### src/rtl/pcie_linkup_pkg.sv
package pcie_linkup_pkg;

    localparam logic [5:0]  REF_DIV_VAL  = 6'd0;
    localparam logic [11:0] FB_DIV_VAL   = 12'h032;
    localparam logic [2:0]  POST_A_VAL   = 3'd2;
    localparam logic [2:0]  POST_B_VAL   = 3'd2;
    localparam logic [3:0]  FOUT_EN_VAL  = 4'hC;

    typedef enum logic [3:0] {
        ST_IDLE,
        ST_BYPASS,
        ST_DEVTYPE,
        ST_PLLDIV,
        ST_PLLEN,
        ST_LOCKWAIT,
        ST_COREREL,
        ST_PERSTHOLD,
        ST_SETTLE,
        ST_LINKOFF,
        ST_PHYWAIT,
        ST_LINKON,
        ST_DONE,
        ST_FAIL
    } seq_state_e;

    typedef struct packed {
        seq_state_e  st;
        logic        byp;
        logic        dtype;
        logic [5:0]  refd;
        logic [11:0] fbd;
        logic [2:0]  pda;
        logic [2:0]  pdb;
        logic        pll_en;
        logic [3:0]  fout;
        logic        core_rel;
        logic        perst_n;
        logic        ltssm;
        logic        done;
        logic        err;
    } seq_regs_t;

endpackage

### src/rtl/pcie_linkup_poller.sv
module pcie_linkup_poller #(
    parameter int unsigned POLL_CYC = 4,
    parameter int unsigned NPOLL    = 4
) (
    input  logic clk,
    input  logic rst_n,
    input  logic run_i,
    input  logic cond_i,
    output logic ok_o,
    output logic expire_o
);
    localparam int unsigned PW = (POLL_CYC > 1) ? $clog2(POLL_CYC) : 1;
    localparam int unsigned CW = (NPOLL > 1) ? $clog2(NPOLL) : 1;

    logic [PW-1:0] cnt_d, cnt_q;
    logic [CW-1:0] polls_d, polls_q;
    logic          tick;

    assign tick     = run_i && (cnt_q == PW'(POLL_CYC - 1));
    assign ok_o     = tick && cond_i;
    assign expire_o = tick && !cond_i && (polls_q == CW'(NPOLL - 1));

    always_comb begin
        cnt_d   = cnt_q;
        polls_d = polls_q;
        if (!run_i) begin
            cnt_d   = '0;
            polls_d = '0;
        end else if (tick) begin
            cnt_d   = '0;
            polls_d = polls_q + CW'(1);
        end else begin
            cnt_d   = cnt_q + PW'(1);
        end
    end

    always_ff @(posedge clk or negedge rst_n) begin
        if (!rst_n) begin
            cnt_q   <= '0;
            polls_q <= '0;
        end else begin
            cnt_q   <= cnt_d;
            polls_q <= polls_d;
        end
    end
endmodule

### src/rtl/pcie_linkup_delay.sv
module pcie_linkup_delay #(
    parameter int unsigned W = 8
) (
    input  logic         clk,
    input  logic         rst_n,
    input  logic         run_i,
    input  logic [W-1:0] len_i,
    output logic         fire_o
);
    logic [W-1:0] cnt_d, cnt_q;

    assign fire_o = run_i && (cnt_q == (len_i - W'(1)));

    always_comb begin
        if (!run_i || fire_o) cnt_d = '0;
        else                  cnt_d = cnt_q + W'(1);
    end

    always_ff @(posedge clk or negedge rst_n) begin
        if (!rst_n) cnt_q <= '0;
        else        cnt_q <= cnt_d;
    end
endmodule

### src/rtl/pcie_linkup_seq.sv
module pcie_linkup_seq
    import pcie_linkup_pkg::*;
#(
    parameter int unsigned CLK_MHZ  = 250,
    parameter int unsigned POLL_US  = 20,
    parameter int unsigned LIMIT_US = 500000,
    parameter int unsigned HOLD_US  = 100000,
    parameter int unsigned SETTLE_US = 1000
) (
    input  logic        clk,
    input  logic        rst_n,
    input  logic        start_i,
    input  logic        stop_i,
    input  logic        ep_mode_i,
    input  logic        pll_lock_i,
    input  logic        phy_pll_ok_i,
    output logic        sram_bypass_o,
    output logic        dev_type_o,
    output logic [5:0]  pll_ref_div_o,
    output logic [11:0] pll_fb_div_o,
    output logic [2:0]  pll_post_a_o,
    output logic [2:0]  pll_post_b_o,
    output logic        pll_en_o,
    output logic [3:0]  pll_fout_en_o,
    output logic        core_rel_o,
    output logic        perst_n_o,
    output logic        ltssm_en_o,
    output logic        done_o,
    output logic        err_o
);
    localparam int unsigned POLL_CYC   = CLK_MHZ * POLL_US;
    localparam int unsigned NPOLL      = LIMIT_US / POLL_US;
    localparam int unsigned HOLD_CYC   = CLK_MHZ * HOLD_US;
    localparam int unsigned SETTLE_CYC = CLK_MHZ * SETTLE_US;
    localparam int unsigned DLY_MAX    = (HOLD_CYC > SETTLE_CYC) ? HOLD_CYC : SETTLE_CYC;
    localparam int unsigned DLY_W      = $clog2(DLY_MAX + 1);

    seq_regs_t r_d, r_q;

    logic             poll_run, poll_cond, poll_ok, poll_exp;
    logic             dly_run, dly_fire;
    logic [DLY_W-1:0] dly_len;

    assign poll_run  = (r_q.st == ST_LOCKWAIT) || (r_q.st == ST_PHYWAIT);
    assign poll_cond = (r_q.st == ST_LOCKWAIT) ? pll_lock_i : phy_pll_ok_i;
    assign dly_run   = (r_q.st == ST_PERSTHOLD) || (r_q.st == ST_SETTLE);
    assign dly_len   = (r_q.st == ST_PERSTHOLD) ? DLY_W'(HOLD_CYC) : DLY_W'(SETTLE_CYC);

    pcie_linkup_poller #(
        .POLL_CYC (POLL_CYC),
        .NPOLL    (NPOLL)
    ) poll_i (
        .clk      (clk),
        .rst_n    (rst_n),
        .run_i    (poll_run),
        .cond_i   (poll_cond),
        .ok_o     (poll_ok),
        .expire_o (poll_exp)
    );

    pcie_linkup_delay #(
        .W (DLY_W)
    ) dly_i (
        .clk    (clk),
        .rst_n  (rst_n),
        .run_i  (dly_run),
        .len_i  (dly_len),
        .fire_o (dly_fire)
    );

    always_comb begin
        r_d = r_q;
        case (r_q.st)
            ST_IDLE, ST_DONE, ST_FAIL: begin
                if (start_i) begin
                    r_d    = '0;
                    r_d.st = ST_BYPASS;
                end
            end
            ST_BYPASS: begin
                r_d.byp = 1'b1;
                r_d.st  = ST_DEVTYPE;
            end
            ST_DEVTYPE: begin
                r_d.dtype = 1'b1;
                r_d.st    = ST_PLLDIV;
            end
            ST_PLLDIV: begin
                r_d.refd = REF_DIV_VAL;
                r_d.fbd  = FB_DIV_VAL;
                r_d.pda  = POST_A_VAL;
                r_d.pdb  = POST_B_VAL;
                r_d.st   = ST_PLLEN;
            end
            ST_PLLEN: begin
                r_d.pll_en = 1'b1;
                r_d.fout   = FOUT_EN_VAL;
                r_d.st     = ST_LOCKWAIT;
            end
            ST_LOCKWAIT: begin
                if (poll_ok) begin
                    r_d.st = ST_COREREL;
                end else if (poll_exp) begin
                    r_d.err = 1'b1;
                    r_d.st  = ST_FAIL;
                end
            end
            ST_COREREL: begin
                r_d.core_rel = 1'b1;
                r_d.st       = ST_PERSTHOLD;
            end
            ST_PERSTHOLD: begin
                if (dly_fire) begin
                    r_d.perst_n = 1'b1;
                    r_d.st      = ST_SETTLE;
                end
            end
            ST_SETTLE: begin
                if (dly_fire) begin
                    if (ep_mode_i) begin
                        r_d.done = 1'b1;
                        r_d.st   = ST_DONE;
                    end else begin
                        r_d.st   = ST_LINKOFF;
                    end
                end
            end
            ST_LINKOFF: begin
                r_d.ltssm = 1'b0;
                r_d.st    = ST_PHYWAIT;
            end
            ST_PHYWAIT: begin
                if (poll_ok) begin
                    r_d.st = ST_LINKON;
                end else if (poll_exp) begin
                    r_d.err     = 1'b1;
                    r_d.perst_n = 1'b0;
                    r_d.st      = ST_FAIL;
                end
            end
            ST_LINKON: begin
                r_d.ltssm = 1'b1;
                r_d.done  = 1'b1;
                r_d.st    = ST_DONE;
            end
            default: r_d.st = ST_IDLE;
        endcase
        if (stop_i) r_d.ltssm = 1'b0;
    end

    always_ff @(posedge clk or negedge rst_n) begin
        if (!rst_n) begin
            r_q <= '0;
        end else begin
            r_q <= r_d;
        end
    end

    assign sram_bypass_o = r_q.byp;
    assign dev_type_o    = r_q.dtype;
    assign pll_ref_div_o = r_q.refd;
    assign pll_fb_div_o  = r_q.fbd;
    assign pll_post_a_o  = r_q.pda;
    assign pll_post_b_o  = r_q.pdb;
    assign pll_en_o      = r_q.pll_en;
    assign pll_fout_en_o = r_q.fout;
    assign core_rel_o    = r_q.core_rel;
    assign perst_n_o     = r_q.perst_n;
    assign ltssm_en_o    = r_q.ltssm;
    assign done_o        = r_q.done;
    assign err_o         = r_q.err;
endmodule

### config.mk
export PLATFORM = sky130hd
export DESIGN_NAME = pcie_linkup_seq
export DESIGN_NICKNAME = d
export VERILOG_FILES = /design/src/rtl/pcie_linkup_pkg.sv /design/src/rtl/pcie_linkup_poller.sv /design/src/rtl/pcie_linkup_delay.sv /design/src/rtl/pcie_linkup_seq.sv
export SDC_FILE = /design/constraint.sdc
export NUM_CORES = 1
export LEC_CHECK = 0
export ABC_AREA = 1
export BUFFER_PORTS_ARGS = -buffer_cell sky130_fd_sc_hd__buf_4
export CAP_MARGIN = 25
export CELL_PAD_IN_SITES_DETAIL_PLACEMENT = 0
export CELL_PAD_IN_SITES_GLOBAL_PLACEMENT = 1
export CORE_MARGIN = 2
export CORE_UTILIZATION = 47
export DETAILED_ROUTE_END_ITERATION = 6
export PLACE_DENSITY_LB_ADDON = 0.15
export REMOVE_ABC_BUFFERS = 1
export SETUP_SLACK_MARGIN = 0.15
export SLEW_MARGIN = 20
export SYNTH_ARGS = -nofsm -noshare
export SYNTH_HDL_FRONTEND = slang
export SYNTH_HIERARCHICAL = 1
export SYNTH_SLANG_ARGS = --single-unit
### constraint.sdc
create_clock -name clk -period 5.3 [get_ports clk]
set_input_delay 0.265 -clock clk [delete_from_list [all_inputs] [get_ports clk]]
set_output_delay 0.265 -clock clk [all_outputs]
set_load 0.1 [all_outputs]
==> summary.txt, run 1 <==
Clocking
  • Post-CTS setup-driven buffer insertion count: 0
  • CTS Root Cell: clkbuf_8
  • Post-CTS sizing: 0
  • H-tree depth: 3
  • TritonCTS clock tree: done
  • Hold Buf Count CTS: 0
  • Cts bufs inserted: 9
  • CTS max path bufs: 2
  • Clock transition at the registers of the reported paths: roughly 0.08 ns
  • Worst-Skew Late Latency: 0.35 ns
  • Clock Sinks: 66

Route
  • Vias/cell: 4.816
  • Routed Antenna Nets: 0
  • DR vias: 4590
  • DR DRC count: 0
  • Final wirelength: 11530 microns
  • First drt pass iteration count: 5
  • Routed length per placed instance: 12.09 microns
  • First DRT Iteration DRCs: 221

Synth
  • YS warnings: 6
  • Largest area contributor in the netlist: dfrtp_1
  • Seq cells post-synth: 66
  • Post-Synth XOR/XNOR Area: 0.09029
  • Seq/Total Area, Yosys: 0.3212
  • Synth Area per Inst: approximately 6.8 sq um
  • Cell count after synthesis: ~760
  • Synth cell types: 35
  • Area of the mapped netlist: about 5100 sq um
  • Combinational family with the most area after synthesis: simple AND/OR/NAND/NOR gates
  • Post-Synth Adder-Cell Area: 0.009735
  • Post-synthesis mux area share: 0
  • Post-synthesis simple-gate area fraction: 0.4191
  • Synth Flop Type: dfrtp_1
  • Ys async rst share: 1.000
  • Post-synth EDFFs: 0
  • Area fraction in compound gates after synthesis: 0.03188
  • Post-synth top area share: 0.3212
  • Top cells by area, synth: dfrtp_1, nand2_1, nor2_1

Global routing
  • Pin count of the biggest net entering global routing: 67
  • First-pass GRT wire length: 19540 microns
  • Antenna violations before repair: 0
  • GRT Overall Usage: 0.2103
  • GR Overflow Total: 0
  • Vias in the first global route: approximately 4200

STA
  • Period utilization: 0.5784
  • Final min period: approximately 3.1 ns
  • Setup TNS: 0 ns
  • Final Max Slew Viols: 0
  • Worst-margin pin slew: about 0.85 ns
  • Slew headroom: 0.4310
  • Clock Skew: ~0.011 ns
  • Fmax: roughly 0.33 GHz
  • Final Hold Fails: 0
  • RSZ-0062 raised after global routing: no
  • Setup Viol. Count Final: 0
  • Setup WS post-layout: 2.234 ns

Hold path
  • Type of the worst min-delay path: in -> async

Placed design
  • Gp weighted congestion: about 0.84
  • Dpl cells: 937
  • Placed cell area: roughly 5400 sq um
  • Setup Slack @ Placement: 2.225 ns
  • Count of buffers from port buffering: 21
  • Detailed placement HPWL: 8718 microns

Layout
  • Area delta synth->final: 9.345%
  • Final non-filler cell total: between 900 and 1000
  • Fillers: ~1100
  • Antenna diode count: 0
  • NumNets Final: around 800
  • Design area: 5622 sq um
  • Layout cells sized above 1: 0.09594

Flow run
  • Max Cap Violations: 0

Floorplanning
  • Die area: ~12000 sq um
  • DIE HEIGHT: around 110 microns
  • Ports: 43
  • Die W: ~110 microns
  • # rows: 38
  • Initial Util: 0.4785
  • CORE AREA: 10750 sq um

Worst setup path
  • CP max FO: 14
  • Worst r2r dst: r_q[39]$_DFFE_PN0P_
  • Setup Crit Path Kind: reg -> reg
  • CP Data Arrival Time: ~3.3 ns
  • Setup crit start kind: register
  • WP data required: around 5.6 ns
  • Reg-to-Reg Start: r_q[39]$_DFFE_PN0P_
  • Worst r2r path cells: 21
  • Worst R2R Setup Slack: ~2.2 ns
  • Critical Path Sink Type: register

Power and ir drop
  • Power per cell area: roughly 370 nW/um^2
  • Lkg Pwr: between 2 and 3 nW
  • Design Power: 0.002082 W
  • Peak VDD IR: roughly 0.0005 V

Status
  • Status: completed
## registers in the layout (all words and copies together), names as in the netlist, 4 cells and up
register        flops
dly_i/cnt_q        25
poll_i/polls_q     15
poll_i/cnt_q       13
r_q                 4
## layer usage
layer,track usage,up-vias,share of wire
met5,0,-,0
met3,0.03978,9,0.041
met4,0.05952,0,0.011
li1,-,2422,-
met2,0.3491,80,0.47
met1,0.2798,2079,0.48
## worst max-delay path, cell delays in order, from the launching register on
cell,delay (ns)
dfrtp_1,0.47
inv_2,0.11
nand2_2,0.09
nor2_4,0.10
inv_1,0.25
nor2_1,0.22
nand2_1,0.08
nor2_2,0.35
nand3_1,0.12
nand2_1,0.09
nand2_1,0.05
inv_1,0.04
nand3_1,0.05
nor2_1,0.12
nand3_2,0.12
nor2_1,0.11
inv_1,0.08
nand2_1,0.12
inv_1,0.06
nor2_2,0.18
nand2_1,0.07
o21ai_1,0.09
## power by group
group / switching [W] / total (W) / internal, W
logic: 0.000774 / 0.000980 / 0.000206
registers: 0.0000498 / 0.000600 / 0.000551
clock network: 0.000199 / 0.000502 / 0.000303
total: 0.00102 / 0.00208 / 0.00106
## cell type report
cell class,instances,area [sq um],area share
clock buffers,12,165.2,0.02938
clock inverters,4,72.57,0.01291
inverters,89,334.1,0.05943
multi-input cells,619,3050,0.5426
flip-flops and latches,66,1652,0.2938
well taps,140,175.2,0.03116
repair buffers,23,172.7,0.03071
## cells in the mapped netlist, types with 2 or more instances
cell type	count
o21ai_1	7
nor2_4	7
conb_1	2
a21oi_1	6
nand3_1	56
nand2_4	3
nand3b_1	4
nand4_1	37
buf_4	30
nand2_1	204
buf_2	3
buf_6	6
o21ai_0	13
inv_1	85
nor4_1	4
nand2_2	7
xor2_1	35
nand3_2	4
dfrtp_1	66
a22o_1	2
nor3_1	15
nor2_2	10
inv_2	4
nor2_1	118
xnor2_1	18
ha_1	4
## metrics by stage
stage / utilization / hold WS (ns)
final: 0.5232 / 0.004467
after global routing: 0.5232 / 0.04404
after CTS: 0.5232 / 0.03480
after detailed placement: 0.5010 / 0.4298
after global placement: 0.5010 / 0.4197
after floorplan: - / -0.03059
## worst max-delay path by stage
stage	from	to	slack, ns
finish	r_q[39]$_DFFE_PN0P_	r_q[39]$_DFFE_PN0P_	2.23
detailed placement	r_q[39]$_DFFE_PN0P_	r_q[39]$_DFFE_PN0P_	2.23
CTS	r_q[39]$_DFFE_PN0P_	r_q[39]$_DFFE_PN0P_	2.21
global route	r_q[39]$_DFFE_PN0P_	r_q[39]$_DFFE_PN0P_	1.88
floorplan	pll_fb_div_o[4]$_DFFE_PN0P_	pll_fb_div_o[4]$_DFFE_PN0P_	1.55
global placement	r_q[39]$_DFFE_PN0P_	r_q[39]$_DFFE_PN0P_	2.39
## cell usage in the layout, fill, tap and decap left out, types with 10 or more instances in the layout
cell type and count:
buf_4 23, clkbuf_8 12, conb_1 58, dfrtp_1 66, inv_1 85, nand2_1 204
nand3_1 56, nand4_1 37, nor2_1 118, nor2_2 10, nor3_1 15, o21ai_0 13
xnor2_1 18, xor2_1 35
## cells by family (layout without fill, tap and decap cells)
kind of cell               after synthesis  after routing
other                                    2             58
and+or+nand+nor                        474            474
buffers and inverters                  130            128
xor gates and xnor gates                53             53
AOI/OAI and AO/OA                       30             30
adders and majority gates                4              4
DFF                                     66             66
Note: power is estimated with default switching activity, not from simulation.
==> run 2: changes to the inputs <==
--- a/config.mk
+++ b/config.mk
@@ -11,7 +11,7 @@
 export CELL_PAD_IN_SITES_DETAIL_PLACEMENT = 0
 export CELL_PAD_IN_SITES_GLOBAL_PLACEMENT = 1
 export CORE_MARGIN = 2
-export CORE_UTILIZATION = 47
+export CORE_UTILIZATION = 44
 export DETAILED_ROUTE_END_ITERATION = 6
 export PLACE_DENSITY_LB_ADDON = 0.15
 export REMOVE_ABC_BUFFERS = 1
==> constraint.sdc (replaced) <==
create_clock -name clk -period 2.97 [get_ports clk]
set_input_delay 0.1485 -clock clk [delete_from_list [all_inputs] [get_ports clk]]
set_output_delay 0.1485 -clock clk [all_outputs]
set_load 0.1 [all_outputs]
==> summary.txt, run 2 (same netlist as run 1, synthesis figures left out) <==
Global routing
  • GRT Overall Usage: 0.2021 (-0.008220)
  • GR Overflow Total: 0 (unchanged)
  • Antenna violations before repair: 0 (unchanged)
  • Vias in the first global route: 4512 (+7.4%)
  • First-pass GRT wire length: 20780 microns (+6.3%)
  • Pin count of the biggest net entering global routing: 67 (unchanged)

Floorplanning
  • Ports: 43 (unchanged)
  • Die area: 12570 sq um (+6.6%)
  • CORE AREA: 11420 sq um (+6.3%)
  • Die W: 112.1 microns (+3.2%)
  • Initial Util: 0.4503 (-0.02821)
  • DIE HEIGHT: 112.1 microns (+3.2%)
  • # rows: 39 (+2.6%)

Worst setup path
  • Setup Crit Path Kind: reg -> reg
  • Critical Path Sink Type: register
  • Worst R2R Setup Slack: 0.32 ns (-1.92 ns)
  • Crit path from: r_q[37]$_DFFE_PN0P_
  • Setup crit start kind: register
  • WP data required: 3.24 ns (-2.33 ns)
  • Reg-to-Reg Start: r_q[37]$_DFFE_PN0P_
  • Slowest cell on crit path: dfrtp_1
  • CP max FO: 8 (-6)
  • CP Data Arrival Time: 2.92 ns (-0.41 ns)
  • Worst r2r dst: r_q[39]$_DFFE_PN0P_
  • CP Capture Point: r_q[39]$_DFFE_PN0P_
  • Worst path max stage delay: 0.43 ns (-0.04 ns)
  • CP cell instances: nand2_2, nor2_4, clkinvlp_4, nor2_4, nand2_2, nor2_4, nand2_1, nand2_1, nand2_1, nor2_1, nand3_1, nor2_2, nand3_2, nor2_2, inv_2, nand2_4, nand2_4, nor2_4, nand2_1, o21ai_1
  • Worst r2r path cells: 20 (-4.8%)

Hold path
  • Hold path start: ep_mode_i
  • Type of the worst min-delay path: in -> reg

Layout
  • Most frequent cells in the layout: nand2_1, nor2_1, inv_1, dfrtp_1, conb_1
  • Antenna diode count: 0 (unchanged)
  • Fin util: 0.5133 (-0.009913)
  • Largest reg by FF count: dly_i/cnt_q
  • Layout cells sized above 1: 0.1286 (+0.03266)
  • Area delta synth->final: 13.99%
  • Commonest non-fill, non-tap cell in the layout: nand2_1
  • Top flop regs: dly_i/cnt_q (25), poll_i/polls_q (15), poll_i/cnt_q (13)
  • NumNets Final: 838 (+2.3%)
  • Final non-filler cell total: 975 (+2.3%)
  • Max reg flops: 25 (unchanged)

STA
  • Final min period: 2.654 ns (-0.4120 ns)
  • Final Max Slew Viols: 0 (unchanged)
  • Final Hold Fails: 0 (unchanged)
  • Setup WS post-layout: 0.3165 ns (-1.918 ns)
  • RSZ-0062 raised after global routing: yes
  • Fmax: 0.3769 GHz (+16%)
  • Worst-margin pin slew: 0.8528 ns (-0.0007253 ns)
  • Clock Skew: 0.005935 ns (-0.004668 ns)
  • Setup Viol. Count Final: 0 (unchanged)
  • Hold Slack: 0.1537 ns (+0.1493 ns)
  • Slew headroom: 0.4315 (+0.0004840)
  • Period utilization: 0.8934 (+0.3150)

Placed design
  • Gp weighted congestion: 0.8804 (+5.4%)
  • Dpl cells: 948 (+1.2%)
  • Detailed placement HPWL: 9023 microns (+3.5%)
  • Setup Slack @ Placement: 0.2673 ns (-1.958 ns)
  • Count of buffers from port buffering: 21 (unchanged)

Clocking
  • Worst-Skew Late Latency: 0.34 ns (about the same)
  • TritonCTS clock tree: done
  • Cts bufs inserted: 9 (unchanged)
  • H-tree depth: 3 (unchanged)
  • Clock Sinks: 66 (unchanged)
  • CTS Root Cell: clkbuf_16
  • Clock transition at the registers of the reported paths: 0.06 ns (-0.02 ns)
  • CTS max path bufs: 2 (unchanged)

Route
  • Routed length per placed instance: 12.24 microns (+1.2%)
  • DR DRC count: 0 (unchanged)
  • First DRT Iteration DRCs: 284 (+29%)
  • Vias/cell: 4.803 (-0.28%)
  • First drt pass iteration count: 4 (-1)
  • DR vias: 4683 (+2.0%)
  • Final wirelength: 11930 microns (+3.5%)
  • Routed Antenna Nets: 0 (unchanged)

Power and ir drop
  • Peak VDD IR: 0.001412 V (+180%)
  • Power per cell area: 670.1 nW/um^2 (+81%)
  • Lkg Pwr: 2.779 nW (+3.8%)

Status
  • Status: completed

Flow run
  • Max Cap Violations: 0 (unchanged)
## run 2: cell count changes in the layout (fill, tap and decap cells not counted), sizes merged
cell / before / now
dlygate4sd3: 0 / 2
clkinvlp: 1 / 3
bufinv: 2 / 0
clkinv: 1 / 3
buf: 23 / 40
inv: 89 / 88
clkbuf: 12 / 11
## run 2: worst min path at each step
stage | to | slack, ns | cells past startpoint
floorplan | core_rel_o$_DFFE_PN0P_ | -0.15 | 0
global placement | ltssm_en_o$_DFFE_PN0P_ | 0.30 | 2
detailed placement | ltssm_en_o$_DFFE_PN0P_ | 0.30 | 2
CTS | r_q[38]$_DFFE_PN0P_ | 0.15 | 5
global route | r_q[38]$_DFFE_PN0P_ | 0.19 | 5
finish | r_q[38]$_DFFE_PN0P_ | 0.15 | 5
## run 2: layout make-up
type	instances	area, sq um
clock inverter	5	30.03
tap	143	178.9
fill	1176	5558
clock buffer	11	242.7
inverter	89	337.8
multi-input combinational	619	3098
timing repair buffer	42	320.3
sequential	66	1653
## run 2: report_power, final
| part | switching [W] | total, W | leakage, nW | internal [W] |
|---|---|---|---|---|
| sequential | 0.0000858 | 0.00107 | 0.903 | 0.000986 |
| clock | 0.000407 | 0.000990 | 0.131 | 0.000583 |
| combinational | 0.00142 | 0.00187 | 1.74 | 0.000442 |
## run 2: repair_timing
| item | CTS | global route |
|---|---|---|
| buffers inserted | 0 | 9 |
| setup endpoints to repair | 0 | 5 |
| endpoints found under the hold margin | 67 | 0 |
| gates resized for setup | 0 | 18 |
| hold buffers | 2 | 0 |
## run 2: worst max-delay path: cells and delay by family, from the launching register on
kind	cells	cell delay, ns
AND/OR/NAND/NOR	17	1.75
flip-flops	1	0.43
buffers and inverters	2	0.31
AO/OA/AOI/OAI	1	0.07
## run 2: through the flow
step	cell area [sq um]	setup TNS, ns	power, W
5_1_grt	5861	0	0.004146
3_3_place_gp	5448	0	0.002853
2_1_floorplan	5036	-3.956	0.002443
3_5_place_dp	5448	0	0.002859
6_report	5861	0	0.003927
4_1_cts	5741	0	0.003866
## run 2: routing by layer
layer	track usage	share of wire	up-vias
li1	-	-	2461
met1	0.2726	0.48	2141
met2	0.3281	0.47	67
met3	0.03618	0.032	14
met4	0.07236	0.017	0
met5	0	0	-
